File: config.mk
export PLATFORM = sky130hd
export DESIGN_NAME = fp_status_reg
export DESIGN_NICKNAME = d
export VERILOG_FILES = /design/src/rtl/fpsr_pkg.sv /design/src/rtl/fpsr_exc_gather.sv /design/src/rtl/fpsr_mode_decode.sv /design/src/rtl/fpsr_next_state.sv /design/src/rtl/fp_status_reg.sv
export SDC_FILE = /design/constraint.sdc
export NUM_CORES = 1
export LEC_CHECK = 0
export BUFFER_PORTS_ARGS = -buffer_cell sky130_fd_sc_hd__buf_2
export CORE_UTILIZATION = 38
export CTS_BUF_LIST = sky130_fd_sc_hd__clkbuf_4 sky130_fd_sc_hd__clkbuf_8 sky130_fd_sc_hd__clkbuf_16
export CTS_CLUSTER_DIAMETER = 30
export DETAILED_ROUTE_END_ITERATION = 8
export PLACE_DENSITY = 0.75
export SLEW_MARGIN = 25
export SYNTH_ARGS = -nofsm -noshare
export SYNTH_HDL_FRONTEND = slang
export SYNTH_HIERARCHICAL = 1
export SYNTH_SLANG_ARGS = --single-unit
File: constraint.sdc
create_clock -name clk -period 1.5 [get_ports clk]
set_clock_uncertainty 0.2 [all_clocks]
set_input_delay 0.075 -clock clk [delete_from_list [all_inputs] [get_ports clk]]
set_output_delay 0.075 -clock clk [all_outputs]
set_load 0.1 [all_outputs]
File: src/rtl/fpsr_pkg.sv
// Shared field positions, codes and types for the floating-point status register.
// Assumes a five-exception IEEE set and a two-bit rounding-mode field.
package fpsr_pkg;
    localparam int NEXC        = 5;
    localparam int RM_W        = 2;
    localparam int RM_LSB      = 0;
    localparam int FLAG_LSB    = 2;
    localparam int EN_LSB      = 7;
    localparam int CAUSE_LSB   = 12;
    localparam int CAUSE_W     = NEXC + 1;
    localparam int DN_BIT      = 18;
    localparam logic [RM_W-1:0] RM_TOWARD_ZERO = 2'b01;

    // Exception vector; inexact sits in the least significant bit.
    typedef struct packed {
        logic inv;
        logic dz;
        logic ovf;
        logic unf;
        logic inx;
    } exc_t;
endpackage

File: src/rtl/fpsr_exc_gather.sv
// Turns the raw exception flags of one operation into the cause vector.
// An approximation result with no flag counts as inexact.
// Assumes the flags are valid whenever the completion strobe is high.
module fpsr_exc_gather
    import fpsr_pkg::*;
(
    input  exc_t raw_exc,
    input  logic approx,
    output exc_t cause
);
    // Force inexact for a silent approximation.
    always_comb begin
        cause = raw_exc;
        if (approx && (raw_exc == '0)) begin
            cause.inx = 1'b1;
        end
    end
endmodule

File: src/rtl/fpsr_mode_decode.sv
// Decodes the rounding-mode field and the denormal bit into datapath controls.
// Assumes only one rounding code selects toward-zero; every other code means nearest-even.
module fpsr_mode_decode
    import fpsr_pkg::*;
(
    input  logic [RM_W-1:0] rm_field,
    input  logic            dn_bit,
    output logic            rtz,
    output logic            ftz
);
    // Map the stored fields to datapath control levels.
    always_comb begin
        rtz = (rm_field == RM_TOWARD_ZERO);
        ftz = dn_bit;
    end
endmodule

File: src/rtl/fpsr_next_state.sv
// Computes the next register value and the trap decision for one cycle.
// A load has priority over a completion. A completion rebuilds the cause field,
// accumulates the flags and tests the causes against the enables.
// Assumes the strobes are single-cycle qualifiers.
module fpsr_next_state
    import fpsr_pkg::*;
#(
    parameter int                DATA_W  = 32,
    parameter logic [DATA_W-1:0] WR_MASK = 32'h003F_FFFF
) (
    input  logic [DATA_W-1:0] cur,
    input  logic              ld_en,
    input  logic [DATA_W-1:0] ld_data,
    input  logic              op_done,
    input  exc_t              cause,
    output logic [DATA_W-1:0] nxt,
    output logic              trap
);
    // Select between hold, masked load and exception update.
    always_comb begin
        nxt  = cur;
        trap = 1'b0;
        if (ld_en) begin
            nxt = ld_data & WR_MASK;
        end else if (op_done) begin
            nxt[CAUSE_LSB +: CAUSE_W] = '0;
            nxt[CAUSE_LSB +: NEXC]    = cause;
            nxt[FLAG_LSB +: NEXC]     = cur[FLAG_LSB +: NEXC] | cause;
            trap = |(cause & cur[EN_LSB +: NEXC]);
        end
    end
endmodule

File: src/rtl/fp_status_reg.sv
// Floating-point status/control register with exception capture and trap request.
// Holds the register, registers the trap pulse and drives the decoded controls.
// Assumes a synchronous active-low reset and one completion per cycle at most.
module fp_status_reg
    import fpsr_pkg::*;
#(
    parameter int                DATA_W    = 32,
    parameter logic [DATA_W-1:0] WR_MASK   = 32'h003F_FFFF,
    parameter logic [DATA_W-1:0] RESET_VAL = '0,
    parameter int                CODE_W    = 12,
    parameter logic [CODE_W-1:0] EXC_CODE  = 12'h120
) (
    input  logic              clk,
    input  logic              rst_n,
    input  logic              ld_en,
    input  logic [DATA_W-1:0] ld_data,
    output logic [DATA_W-1:0] rd_data,
    input  logic              op_done,
    input  logic [NEXC-1:0]   op_flags,
    input  logic              op_approx,
    output logic              round_to_zero,
    output logic              flush_denorm,
    output logic              trap_req,
    output logic [CODE_W-1:0] trap_code
);
    logic [DATA_W-1:0] reg_q;
    logic [DATA_W-1:0] reg_d;
    logic              trap_d;
    logic              trap_q;
    exc_t              cause;

    fpsr_exc_gather u_gather (
        .raw_exc (exc_t'(op_flags)),
        .approx  (op_approx),
        .cause   (cause)
    );

    fpsr_next_state #(
        .DATA_W  (DATA_W),
        .WR_MASK (WR_MASK)
    ) u_next (
        .cur     (reg_q),
        .ld_en   (ld_en),
        .ld_data (ld_data),
        .op_done (op_done),
        .cause   (cause),
        .nxt     (reg_d),
        .trap    (trap_d)
    );

    fpsr_mode_decode u_mode (
        .rm_field (reg_q[RM_LSB +: RM_W]),
        .dn_bit   (reg_q[DN_BIT]),
        .rtz      (round_to_zero),
        .ftz      (flush_denorm)
    );

    // Register state and the one-cycle trap pulse.
    always_ff @(posedge clk) begin
        if (!rst_n) begin
            reg_q  <= RESET_VAL & WR_MASK;
            trap_q <= 1'b0;
        end else begin
            reg_q  <= reg_d & WR_MASK;
            trap_q <= trap_d;
        end
    end

    // Drive the read port and the trap code.
    always_comb begin
        rd_data   = reg_q;
        trap_req  = trap_q;
        trap_code = trap_q ? EXC_CODE : '0;
    end
endmodule

==> out/results.ini <==
[timing]
timing.fmax_mhz=704
finalMaxSlewViolations=0
rsz0062_at_grt=false
hold_viol=0
setup_violations=0
timing.final.crit_share=0.947
hold-worst-slack_ns=0.0338
tns_ns=0
fin_crit_ns=1.42

[clock_tree]
htree_levels=1
postCtsSetupBuffers=0
cts_sinks=23
cts_tree=built
cts.clk_slew.worst_paths_ns=0.14
clockBufferDepth=2
clock_latency_ns=0.31
cts_made_buffers=3
clk_root_buffer_cell=clkbuf_4

[final_layout]
seqCellArea_um2=489
drive_above_1_share=0.578
fillers=295
final_nets=249
final_area_um2=1780
syn_to_final_growth_pct=36.9
antenna_cells=0
multi_input_area_um2=629
stdcell_count=250

[worst_setup_path]
regToRegSetupSlack_ns=0.15
setup.worst_path.end_class=output port
cp_num_cells=1
r2r-end=trap_req$_SDFF_PN0_
regToRegStartpoint=rd_data[9]$_SDFF_PN0_
worstSetupPathType=register to output port
reg2reg_depth=3
path_cells=buf_2
cp_top_family=buffers and inverters
crit_buf_inv=1
required_ns=1.22
crit_start=rd_data[1]$_SDFF_PN0_
crit_fanout=3
crit_end=rd_data[1]
cpPeakStageDelay_ns=0.44
critPathArrivalTime_ns=1.15
start_kind=register
cpMaxStageDelayCell=buf_2

[floorplanning]
pin_count=89
start_util=0.412
core-area_um2=3150
die_height_um=60.4
die_area_um2=3650
die_w_um=60.4
rows=20

[routing]
drt_pass1_iterations=4
routed_wl_mm=2.88
wire_per_inst_um=11.5
drc=0
routed_via_density=4.32
drtIter0Drc=22
vias=1080
final_antenna_net_count=0

[grt]
grt_start_max_net_pins=24
grt_pass1_wl_mm=4.31
gr-total-overflow=0
antenna_found_initial=0
grtUsageTotal=0.161
grt_pass1_vias=916

[power_and_ir_drop]
netSwitchingPower_mw=0.839
sequentialPowerShare=0.376
finalPower_mw=1.80
clkPwrFrac=0.173
p_per_area_nw_per_um2=1020
combPwrFrac=0.451
ir_drop_mv=0.511
p_int_mw=0.966
switching_share=0.465
p_leak_nw=0.911

[min_path]
holdCritPathClass=input port to register

[place]
globalplace.congestion=0.689
dpl-instance-area_um2=1510
hpwl_mm=1.85
port_buffers=58
dp_cells=223

[outcome]
status=complete, no violations

[yosys]
synth.cell_area_um2=1300
yosysWarnings=6
syn_area_per_cell_um2=9.83
netlist_instances=132

[run]
cap_violations=0

-- through the flow --
| stage | utilization | setup slack, ns |
|---|---|---|
| after floorplan | - | -0.0570 |
| after global placement | 0.480 | -0.141 |
| after detailed placement | 0.480 | -0.154 |
| after CTS | 0.563 | 0.00906 |
| after global routing | 0.563 | 0.0462 |
| final | 0.563 | 0.0790 |
-- repair_timing --
item / 4_1_cts / 5_1_grt
hold buffers: 23 / 0
endpoints found under the setup margin: 0 / 1
resized for setup: 0 / 1
endpoints found under the hold margin: 22 / 0
-- per-layer routing --
metal / track usage / vias up / routed length, µm
li1: - / 538 / -
met2: 0.261 / 60 / 1350
met1: 0.212 / 480 / 1280
met5: 0 / - / 0
met4: 0.0584 / 0 / 15
met3: 0.0341 / 2 / 229
-- worst min path at each step --
stage / from / end / slack (ns) / cells after the start
after global placement: ld_data[16] / rd_data[16]$_SDFF_PN0_ / 0.19 / 4
after detailed placement: ld_data[16] / rd_data[16]$_SDFF_PN0_ / 0.20 / 4
after floorplan: rst_n / trap_req$_SDFF_PN0_ / 0.01 / 1
after CTS: op_flags[2] / rd_data[14]$_SDFF_PN0_ / 0.02 / 4
final: ld_en / rd_data[8]$_SDFF_PN0_ / 0.03 / 3
after global routing: ld_en / rd_data[8]$_SDFF_PN0_ / 0.03 / 3
-- registers in the layout, summed over array words and instances (netlist names) --
name,count
rd_data,22
trap_req,1
-- final cells by class --
cell class                      count  area share
Multi-Input combinational cell     93       0.354
Timing Repair Buffer               86       0.323
Sequential cell                    23       0.275
Tap cell                           44      0.0310
Clock buffer                        4      0.0169
-- layout by cell type (no fill, tap or decap) --
cell type,count
a21oi_1,6
a222oi_1,1
a22o_1,1
a22oi_1,1
and2_1,6
and2_2,17
buf_12,1
buf_2,57
buf_4,4
clkbuf_4,5
conb_1,20
dfxtp_2,23
dlygate4sd3_1,23
mux2_2,3
mux2_4,8
mux2i_1,5
nand2_1,10
nand2b_1,1
nor2_1,1
nor2b_4,1
o21ai_0,6
o21ai_1,4
o21bai_1,1
or4b_1,1
-- power groups by stage --
stage | Sequential [mW] | Combinational, mW | Clock (mW)
global placement | 0.692 | 0.758 | 0
floorplan | 0.964 | 0.445 | 0
global route | 0.684 | 0.842 | 0.348
detailed placement | 0.692 | 0.763 | 0
finish | 0.678 | 0.813 | 0.313
CTS | 0.678 | 0.809 | 0.323
Note: power is estimated with default switching activity, not from simulation.
